<file path="config.mk">
export PLATFORM = sky130hd
export DESIGN_NAME = uart_os16
export DESIGN_NICKNAME = d
export VERILOG_FILES = /design/src/rtl/uart_os16_pkg.sv /design/src/rtl/uart_os16_baud.sv /design/src/rtl/uart_os16_rx.sv /design/src/rtl/uart_os16_tx.sv /design/src/rtl/uart_os16.sv
export SDC_FILE = /design/constraint.sdc
export NUM_CORES = 1
export LEC_CHECK = 0
export BUFFER_PORTS_ARGS = -buffer_cell sky130_fd_sc_hd__buf_2
export CAP_MARGIN = 20
export CORE_UTILIZATION = 44
export DETAILED_ROUTE_END_ITERATION = 7
export GPL_TIMING_DRIVEN = 0
export SYNTH_ARGS = -nofsm -noshare
export SYNTH_HDL_FRONTEND = slang
export SYNTH_SLANG_ARGS = --single-unit
</file>
<file path="constraint.sdc">
create_clock -name clk -period 2.15 [get_ports clk]
set_clock_uncertainty 0.05 [all_clocks]
set_input_delay 0.215 -clock clk [delete_from_list [all_inputs] [get_ports clk]]
set_output_delay 0.215 -clock clk [all_outputs]
set_load 0.01 [all_outputs]
</file>
<file path="src/rtl/uart_os16_pkg.sv">
package uart_os16_pkg;

  localparam int OVS       = 16;
  localparam int OVS_W     = $clog2(OVS);
  localparam int SMP_FIRST = 7;
  localparam int SMP_MID   = 8;
  localparam int SMP_LAST  = 9;

  typedef enum logic [2:0] {
    RX_IDLE,
    RX_START,
    RX_DATA,
    RX_PAR,
    RX_STOP
  } rx_state_t;

  function automatic logic maj3(input logic a, input logic b, input logic c);
    return (a & b) | (a & c) | (b & c);
  endfunction

  function automatic logic agree3(input logic a, input logic b, input logic c);
    return (a == b) && (b == c);
  endfunction

endpackage

</file>
<file path="src/rtl/uart_os16_baud.sv">
module uart_os16_baud #(
  parameter int DIV_W = 16
) (
  input  logic             clk,
  input  logic             rst_n,
  input  logic [DIV_W-1:0] div,
  output logic             tick
);

  logic [DIV_W-1:0] cnt;
  logic [DIV_W-1:0] lim;

  always_comb begin
    lim = (div == '0) ? '0 : div - 1'b1;
  end

  always_ff @(posedge clk or negedge rst_n) begin
    if (!rst_n) begin
      cnt  <= '0;
      tick <= 1'b0;
    end else if (cnt >= lim) begin
      cnt  <= '0;
      tick <= 1'b1;
    end else begin
      cnt  <= cnt + 1'b1;
      tick <= 1'b0;
    end
  end

  AST_TICK_GAP: assert property (@(posedge clk) disable iff (!rst_n)
    (tick && div > 1) |=> (!tick || div <= 1));

endmodule

</file>
<file path="src/rtl/uart_os16_rx.sv">
module uart_os16_rx
  import uart_os16_pkg::*;
#(
  parameter int DATA_BITS = 8
) (
  input  logic                 clk,
  input  logic                 rst_n,
  input  logic                 tick,
  input  logic                 rxd,
  input  logic                 par_en,
  input  logic                 par_odd,
  output logic [DATA_BITS-1:0] rx_data,
  output logic                 rx_valid,
  input  logic                 rx_ready,
  output logic                 rx_noise,
  output logic                 rx_frame_err,
  output logic                 rx_par_err
);

  localparam int BIT_W = (DATA_BITS > 1) ? $clog2(DATA_BITS) : 1;
  localparam logic [BIT_W-1:0] LAST_BIT = BIT_W'(DATA_BITS - 1);

  logic [1:0]           sync_q;
  logic                 rxs;
  rx_state_t            state;
  logic [OVS_W-1:0]     ocnt;
  logic [BIT_W-1:0]     bidx;
  logic [1:0]           smp;
  logic [DATA_BITS-1:0] shreg;
  logic                 noise_acc;
  logic                 perr_acc;
  logic                 pen_l;
  logic                 podd_l;
  logic                 at_mid;
  logic                 at_end;
  logic                 vote;
  logic                 dis;
  logic                 finish;

  // two-flop synchronizer on the serial line
  always_ff @(posedge clk or negedge rst_n) begin
    if (!rst_n) sync_q <= 2'b11;
    else        sync_q <= {sync_q[0], rxd};
  end
  assign rxs = sync_q[1];

  always_comb begin
    at_mid = tick && (state != RX_IDLE) && (ocnt == OVS_W'(SMP_LAST));
    at_end = tick && (state != RX_IDLE) && (ocnt == OVS_W'(OVS - 1));
    vote   = maj3(smp[0], smp[1], rxs);
    dis    = !agree3(smp[0], smp[1], rxs);
    finish = at_mid && (state == RX_STOP);
  end

  // frame sequencer: samples on ticks 7, 8, 9 of every bit
  always_ff @(posedge clk or negedge rst_n) begin
    if (!rst_n) begin
      state     <= RX_IDLE;
      ocnt      <= '0;
      bidx      <= '0;
      smp       <= 2'b11;
      shreg     <= '0;
      noise_acc <= 1'b0;
      perr_acc  <= 1'b0;
      pen_l     <= 1'b0;
      podd_l    <= 1'b0;
    end else if (tick) begin
      if (state == RX_IDLE) begin
        if (!rxs) begin
          state     <= RX_START;
          ocnt      <= OVS_W'(1);
          bidx      <= '0;
          noise_acc <= 1'b0;
          perr_acc  <= 1'b0;
          pen_l     <= par_en;
          podd_l    <= par_odd;
        end
      end else begin
        ocnt <= ocnt + 1'b1;
        if (ocnt == OVS_W'(SMP_FIRST)) smp[0] <= rxs;
        if (ocnt == OVS_W'(SMP_MID))   smp[1] <= rxs;
        if (at_mid) begin
          noise_acc <= noise_acc | dis;
          unique case (state)
            RX_START: if (vote) state <= RX_IDLE;   // false start
            RX_DATA:  shreg <= {vote, shreg[DATA_BITS-1:1]};
            RX_PAR:   perr_acc <= ((^shreg) ^ vote) != podd_l;
            RX_STOP:  state <= RX_IDLE;
            default:  state <= RX_IDLE;
          endcase
        end
        if (at_end) begin
          unique case (state)
            RX_START: state <= RX_DATA;
            RX_DATA: begin
              bidx <= bidx + 1'b1;
              if (bidx == LAST_BIT) state <= pen_l ? RX_PAR : RX_STOP;
            end
            RX_PAR:   state <= RX_STOP;
            default:  state <= RX_IDLE;
          endcase
        end
      end
    end
  end

  // output holding register with back-pressure
  always_ff @(posedge clk or negedge rst_n) begin
    if (!rst_n) begin
      rx_valid     <= 1'b0;
      rx_data      <= '0;
      rx_noise     <= 1'b0;
      rx_frame_err <= 1'b0;
      rx_par_err   <= 1'b0;
    end else if (finish && (!rx_valid || rx_ready)) begin
      rx_valid     <= 1'b1;
      rx_data      <= shreg;
      rx_noise     <= noise_acc | dis;
      rx_frame_err <= !vote;
      rx_par_err   <= perr_acc;
    end else if (rx_ready) begin
      rx_valid <= 1'b0;
    end
  end

  AST_RX_HOLD: assert property (@(posedge clk) disable iff (!rst_n)
    (rx_valid && !rx_ready) |=> (rx_valid && $stable(rx_data) && $stable(rx_noise)));

  AST_RX_VALID_CLEAR: assert property (@(posedge clk) disable iff (!rst_n)
    (rx_valid && rx_ready && !finish) |=> !rx_valid);

  AST_RX_NO_PERR_WITHOUT_PARITY: assert property (@(posedge clk) disable iff (!rst_n)
    (finish && !pen_l) |-> !perr_acc);

endmodule

</file>
<file path="src/rtl/uart_os16_tx.sv">
module uart_os16_tx
  import uart_os16_pkg::*;
#(
  parameter int DATA_BITS = 8
) (
  input  logic                 clk,
  input  logic                 rst_n,
  input  logic                 tick,
  input  logic                 par_en,
  input  logic                 par_odd,
  input  logic [DATA_BITS-1:0] tx_data,
  input  logic                 tx_valid,
  output logic                 tx_ready,
  output logic                 txd
);

  localparam int FW  = DATA_BITS + 3;
  localparam int FCW = $clog2(FW);

  logic [FW-1:0]    sh;
  logic [FCW-1:0]   bcnt;
  logic [FCW-1:0]   last;
  logic [OVS_W-1:0] tcnt;
  logic             busy;
  logic             accept;

  assign accept   = tx_valid && !busy;
  assign tx_ready = !busy;
  assign txd      = busy ? sh[0] : 1'b1;

  always_ff @(posedge clk or negedge rst_n) begin
    if (!rst_n) begin
      sh   <= '1;
      bcnt <= '0;
      last <= '0;
      tcnt <= '0;
      busy <= 1'b0;
    end else if (accept) begin
      busy <= 1'b1;
      bcnt <= '0;
      tcnt <= '0;
      if (par_en) begin
        sh   <= {1'b1, (^tx_data) ^ par_odd, tx_data, 1'b0};
        last <= FCW'(FW - 1);
      end else begin
        sh   <= {2'b11, tx_data, 1'b0};
        last <= FCW'(FW - 2);
      end
    end else if (busy && tick) begin
      tcnt <= tcnt + 1'b1;
      if (tcnt == OVS_W'(OVS - 1)) begin
        sh <= {1'b1, sh[FW-1:1]};
        if (bcnt == last) busy <= 1'b0;
        else              bcnt <= bcnt + 1'b1;
      end
    end
  end

  AST_TX_ACCEPT: assert property (@(posedge clk) disable iff (!rst_n)
    (tx_valid && tx_ready) |=> (!tx_ready && !txd));

endmodule

</file>
<file path="src/rtl/uart_os16.sv">
module uart_os16 #(
  parameter int DATA_BITS = 8,
  parameter int DIV_W     = 16
) (
  input  logic                 clk,
  input  logic                 rst_n,
  input  logic [DIV_W-1:0]     baud_div,
  input  logic                 par_en,
  input  logic                 par_odd,
  input  logic                 rxd,
  output logic                 txd,
  input  logic [DATA_BITS-1:0] tx_data,
  input  logic                 tx_valid,
  output logic                 tx_ready,
  output logic [DATA_BITS-1:0] rx_data,
  output logic                 rx_valid,
  input  logic                 rx_ready,
  output logic                 rx_noise,
  output logic                 rx_frame_err,
  output logic                 rx_par_err
);

  logic tick;

  uart_os16_baud #(.DIV_W(DIV_W)) u_baud (
    .clk   (clk),
    .rst_n (rst_n),
    .div   (baud_div),
    .tick  (tick)
  );

  uart_os16_rx #(.DATA_BITS(DATA_BITS)) u_rx (
    .clk          (clk),
    .rst_n        (rst_n),
    .tick         (tick),
    .rxd          (rxd),
    .par_en       (par_en),
    .par_odd      (par_odd),
    .rx_data      (rx_data),
    .rx_valid     (rx_valid),
    .rx_ready     (rx_ready),
    .rx_noise     (rx_noise),
    .rx_frame_err (rx_frame_err),
    .rx_par_err   (rx_par_err)
  );

  uart_os16_tx #(.DATA_BITS(DATA_BITS)) u_tx (
    .clk      (clk),
    .rst_n    (rst_n),
    .tick     (tick),
    .par_en   (par_en),
    .par_odd  (par_odd),
    .tx_data  (tx_data),
    .tx_valid (tx_valid),
    .tx_ready (tx_ready),
    .txd      (txd)
  );

endmodule

</file>
# Word-level counts from Yosys, hierarchy flattened
# Index checks and enable logic that the tools add are counted.
[word_totals]
word_cells = 136
ff_bits = 79
output_inout_bits = 14
[op_classes]
bitwise = 10
add_sub_neg = 6
order_cmp = 1
eq_ne = 16
reduce_logical = 38
n_mux = 42
[op_table]
columns = ["operator", "count"]
rows = [
  ["11-bit two-way mux", 3],
  ["3-bit two-way mux", 11],
  ["16-bit two-way mux", 2],
  ["4-bit two-way mux", 8],
  ["3-bit AND reduction", 6],
  ["16-bit by 1-bit adder with 16-bit output, second input constant", 1],
  ["4-bit equality test, second input constant", 4],
  ["16-bit >= comparator", 1],
  ["16-bit logical NOT", 1],
  ["2-bit nonzero test", 8],
  ["8-bit parity", 2],
  ["16-bit by 1-bit subtractor with 16-bit output, second input constant", 1],
  ["1-bit two-way mux", 14],
  ["4-bit by 1-bit adder with 4-bit output, second input constant", 3],
  ["4-bit AND reduction", 3],
  ["10-bit two-way mux", 1],
  ["3-bit one-hot mux with 3 select lines", 1],
  ["1-bit logical AND", 8],
  ["3-bit by 2-bit equality test with 1-bit output, second input constant", 2],
  ["3-bit equality test, second input constant", 2],
  ["3-bit one-hot mux with 2 select lines", 1],
  ["4-bit by 3-bit equality test with 1-bit output, second input constant", 1],
  ["4-bit equality test", 1],
  ["1-bit logical NOT", 4],
  ["other kinds (16)", 24],
]

# Depth between registers and ports, before layout
[logic_depth]
ltp_word = 10
depth_mapped = 14
depth_no_buf = 12

# Modules after synthesis
# A second synthesis with hierarchy kept.
[hier_totals]
cells_unflattened = 438
area_unflattened_um2 = 4649.5
[modules_own_cells]
columns = ["mod", "area_each_um2", "seq_area_each_um2", "cells_each", "instances"]
rows = [
  ["uart_os16_rx", 1855.5, 955.9, 146, 1],
  ["uart_os16_baud", 1675.4, 425.4, 184, 1],
  ["uart_os16_tx", 1118.6, 563.0, 108, 1],
]

# Worst setup path before layout
# Ideal clock, no wire load.
[synth_timing]
path_kind = "input -> register"
from = "input port baud_div[12]"
to = "register u_baud.cnt[10]"
path_stages = 13
t_arrival_ps = 3025
slack_ps = -1002
setup_ps = 78
required_time_ps = 2022
n_path_buf = 3
path_cell_list = "or3_1 or3_1 or4_1 buf_2 buf_2 nand2_1 ha_1 a21oi_1 o21ai_0 a2111oi_0 o21ai_1 clkbuf_1 a21oi_1"
[synth_via]
elab_chain_cells = 4
elab_cells_between_ends = 5
[synth_rtl]
columns = ["item", "line_no", "text"]
rows = [
  ["start: declaration", "uart_os16.sv:7", "input logic [DIV_W-1:0] baud_div,"],
  ["16-bit by 1-bit subtractor with 16-bit output / 16-bit logical NOT (equally long branches)", "uart_os16_baud.sv:14", "lim = (div == '0) ? '0 : div - 1'b1;"],
  ["16-bit two-way mux *", "uart_os16_baud.sv:14", ""],
  ["16-bit >= comparator *", "uart_os16_baud.sv:21", "end else if (cnt >= lim) begin"],
  ["16-bit two-way mux *", "uart_os16_baud.sv:21", ""],
  ["end signal: assignment", "uart_os16_baud.sv:25", "cnt <= cnt + 1'b1;"],
  ["end: declaration", "uart_os16_baud.sv:10", "logic [DIV_W-1:0] cnt;"],
]
# Mark *: on every way between the ends. The rest lies on a longest branch, timed or not.
# A chain may end at the register's enable or synchronous reset.

# Final worst setup path
[layout_timing]
from = "input port baud_div[12]"
to = "register u_baud.tick"
[layout_via]
elab_chain_cells = 4
elab_cells_between_ends = 5
[layout_rtl]
columns = ["item", "line_no", "text"]
rows = [
  ["16-bit by 1-bit subtractor with 16-bit output / 16-bit logical NOT (equally long branches)", "uart_os16_baud.sv:14", ""],
  ["16-bit two-way mux *", "uart_os16_baud.sv:14", ""],
  ["16-bit >= comparator *", "uart_os16_baud.sv:21", ""],
  ["1-bit two-way mux *", "uart_os16_baud.sv:21", ""],
  ["end signal: assignment", "uart_os16_baud.sv:20", "tick <= 1'b0;"],
  ["end signal: assignment", "uart_os16_baud.sv:23", "tick <= 1'b1;"],
  ["end signal: assignment", "uart_os16_baud.sv:26", "tick <= 1'b0;"],
  ["end: declaration", "uart_os16_baud.sv:7", "output logic tick"],
]
# Marked as above.

==> key figures <==
Critical path
  – Setup CP Type: input pin to register
  – CP Buf/Inv Count: 3
  – Crit-path max cell delay: 0.51 ns
  – CP top delay family: simple AND/OR/NAND/NOR gates
  – CP Capture Type: register
  – Crit path arrival time: 2.93 ns
  – CP max-delay cell: or4_4
  – Critical path launch point type: input pin
  – Crit path cell chain: buf_6, or3_4, or3_4, or4_4, buf_8, nand2_4, ha_4, a21oi_4, o21ai_4, a2111oi_4, o21ai_4, buf_12, and2_4
  – CP max FO: 10
  – Crit path required time: roughly 2.3 ns

Worst hold path
  – Worst hold-check path type: input pin to register

Clock network
  – Reg clk slew, reported paths: 0.08 ns
  – CTS root buffer: clkbuf_8
  – CTS Buffer Depth: 2
  – CTS sink cnt: 77
  – Clk_lat worst skew: 0.35 ns
  – H-tree depth: 3
  – Inserted Clock Buffers: 9
  – CTS tree: done

Final layout
  – # fillers: 872
  – Layout Cells excl Fill: 639
  – Final Util: 0.572
  – Nets: ~560
  – Area grow syn2layout: 23.5%
  – ANT cells: 0
  – Share of cells above drive strength 1: 0.300

GRT
  – Grt total ovfl: 0
  – First-pass GRT wire length: 15.6 mm
  – Gr usage total: 0.194
  – Initial antenna violation count: 0
  – Largest net degree at the start of global routing: 49
  – Vias in the first global route: 3354

Detailed routing
  – Vias post-DR: 3293
  – TritonRoute pass-1 iters: 4
  – Residual DRC: 0
  – Antenna viol nets, final: 0
  – WL/cell: 13.8 µm
  – DR iter-0 viols: 129
  – Vias/cell: 5.15
  – Total wire length: approximately 9 mm

STA
  – Slew headroom: 0.555
  – Final Hold Viols: 0
  – Worst slew pin tran: 0.664 ns
  – Final setup vio count: 17
  – Fmax: ~0.36 GHz
  – RSZ-0062 raised after global routing: yes
  – Period utilization: 1.28
  – Max Slew Vio Count: 0
  – Setup WS post-layout: -0.593 ns
  – Period minus WS final: around 2.7 ns

Pwr
  – Peak supply drop: 0.546 mV
  – Lkg Pwr: roughly 2.4 nW
  – PD cells: 955 mW/mm²

Synth
  – Post-synth EDFFs: 0
  – Post-synthesis sequential area ratio: 0.446
  – Syn_nets: 498
  – Dominant synthesized flop cell: dfrtp_1
  – Async set-reset flop share out of synthesis: 1.00
  – Syn Area/Cell: 9.93 µm²
  – Post-Synthesis Cells: 439
  – Post-synth cell types: 47
  – Synth Warn #: 0
  – Synth Register Bits: 77
  – Post-synthesis instance area: 0.00436 mm²

Die
  – DIE HEIGHT: around 100 µm
  – Initial Util: 0.463
  – FP Rows: 35
  – Die width: 102 µm
  – Core area: 0.00942 mm²
  – Die Footprint: 0.0103 mm²
  – I/O pin total: 45

Outcome
  – Status: finished, violations left
  – Failing checks: setup timing

Placement
  – DP Cell Count: between 600 and 700
  – PortBufs: 44
  – Final Wtd Congestion: 0.794
  – Hpwl dp: around 6.4 mm

Flow run
  – Max cap viols: 0
==> power by group <==
part	internal (mW)	switching [mW]	total (mW)
clock network	0.570	0.536	1.11
logic	0.913	0.948	1.86
registers	1.83	0.336	2.17
total	3.32	1.82	5.14
==> metrics by stage <==
step / worst slack (ns) / instance area [µm²] / hold WS, ns / power, mW / setup TNS (ns)
detailed placement: -1.15 / 4920 / 0.123 / 3.63 / -18.09
floorplan: -0.686 / 4510 / -0.131 / 3.22 / -10.69
global route: -0.739 / 5380 / 0.000865 / 5.55 / -11.95
finish: -0.593 / 5380 / 0.0194 / 5.14 / -9.22
CTS: -0.591 / 5330 / 0.0107 / 5.06 / -9.59
global placement: -1.10 / 4890 / 0.291 / 3.55 / -16.76
==> cell usage in the layout, fill, tap and decap left out, drive strengths merged, types with 2 or more instances in the layout <==
cell type | netlist | routed
a31oi | 2 | 2
mux2i | 13 | 13
clkinvlp | 0 | 2
and4 | 2 | 2
o21a | 3 | 3
nor4 | 4 | 4
nand2 | 63 | 63
ha | 28 | 28
or3 | 3 | 3
inv | 10 | 11
nor3 | 8 | 8
nand2b | 5 | 5
nor2 | 22 | 22
nor2b | 3 | 3
xnor2 | 28 | 28
or4 | 3 | 3
clkbuf | 13 | 22
a211oi | 3 | 3
or2 | 2 | 2
a21oi | 23 | 23
dfrtp | 63 | 63
nor4b | 2 | 2
o21bai | 2 | 2
o21ai | 29 | 29
a21o | 2 | 2
nand3 | 16 | 16
dlygate4sd3 | 0 | 2
nand3b | 2 | 2
nand4 | 6 | 6
mux2 | 19 | 19
buf | 3 | 58
dfstp | 14 | 14
and3 | 7 | 7
xor2 | 22 | 22
nor3b | 2 | 2
and2 | 2 | 2
==> synth_stat cells (3+ instances only) <==
| cell | number | area, µm² |
|---|---|---|
| inv_1 | 10 | 37.5 |
| nor2b_1 | 3 | 18.8 |
| or4_1 | 3 | 22.5 |
| mux2_2 | 19 | 214 |
| nor3_1 | 8 | 40.0 |
| dfstp_2 | 14 | 368 |
| o21a_1 | 3 | 22.5 |
| a211oi_1 | 3 | 22.5 |
| and3_1 | 7 | 43.8 |
| mux2i_1 | 13 | 130 |
| nor4_1 | 3 | 18.8 |
| a21oi_1 | 23 | 115 |
| nand2b_1 | 5 | 31.3 |
| nand3_1 | 15 | 75.1 |
| ha_1 | 28 | 350 |
| or3_1 | 3 | 18.8 |
| nor2_1 | 22 | 82.6 |
| nand4_1 | 6 | 37.5 |
| xnor2_1 | 28 | 245 |
| dfrtp_1 | 63 | 1580 |
| buf_2 | 3 | 15.0 |
| xor2_1 | 22 | 193 |
| clkbuf_1 | 13 | 48.8 |
| nand2_1 | 63 | 236 |
| o21ai_0 | 28 | 140 |
==> registers in the layout, indices dropped and copies added, names as in the netlist, 2 cells and up <==
register,cells
u_rx.smp,2
u_tx.last,3
u_rx.bidx,3
u_tx.sh,10
u_tx.bcnt,4
u_baud.cnt,16
u_rx.state,3
u_tx.tcnt,4
u_rx.ocnt,4
u_rx.shreg,8
u_rx.rx_data,8
u_rx.sync_q,2
==> worst paths after layout <==
kind	cells after the start	endpoint	from	slack, ns
worst max-delay path	13	u_baud.tick	baud_div[12]	-0.59
worst min-delay path	2	u_tx.sh[9]	par_en	0.02
worst max register to register	7	u_baud.tick	u_baud.cnt[9]	0.18
worst min register to register	0	u_rx.sync_q[1]	u_rx.sync_q[0]	0.31
max in group asynchronous	3	u_rx.smp[0]	rst_n	1.13
min in group asynchronous	2	u_tx.bcnt[2]	rst_n	0.29
==> worst reg2reg max path, stage by stage, from the launching register on <==
cell	delay, ns
dfrtp_1	0.45
ha_1	0.33
a21oi_2	0.16
o21ai_2	0.10
a2111oi_4	0.34
o21ai_4	0.16
buf_12	0.17
and2_4	0.12
==> logic make-up (layout without fill, tap and decap cells) <==
kind of cell             count (synthesis)  after routing  synth area share
multiplexers                            32             32            0.0790
adder cells (fa/ha/maj)                 28             28            0.0804
AND/OR/NAND/NOR                        154            154             0.175
flip-flops                              77             77             0.446
XOR/XNOR                                50             50             0.100
buffers and inverters                   26             97            0.0233
AO/OA/AOI/OAI                           72             72            0.0953
==> layer usage <==
metal | global-route usage | wire, µm | up-vias
met5 | 0 | 0 | -
met2 | 0.302 | 4140 | 35
li1 | - | - | 1663
met3 | 0.0393 | 209 | 7
met4 | 0.0569 | 43 | 0
met1 | 0.274 | 4450 | 1588
==> cell type report <==
class / instances / area, µm² / area share
clock inverter: 5 / 58.8 / 0.0109
buffer: 15 / 85.1 / 0.0158
multi-input combinational: 336 / 2590 / 0.481
sequential: 77 / 1940 / 0.361
clock buffer: 11 / 141 / 0.0263
timing repair buffer: 56 / 367 / 0.0681
tap: 129 / 161 / 0.0300
inverter: 10 / 37.5 / 0.00698
==> repair_timing <==
item	CTS	global route
pin swaps	10	2
gates resized for setup	25	18
hold endpoints to repair	20	0
hold buffers	2	0
setup buffers	8	0
cloned	1	0
endpoints found under the setup margin	26	26
No activity file was read; power rests on OpenSTA's default activity.
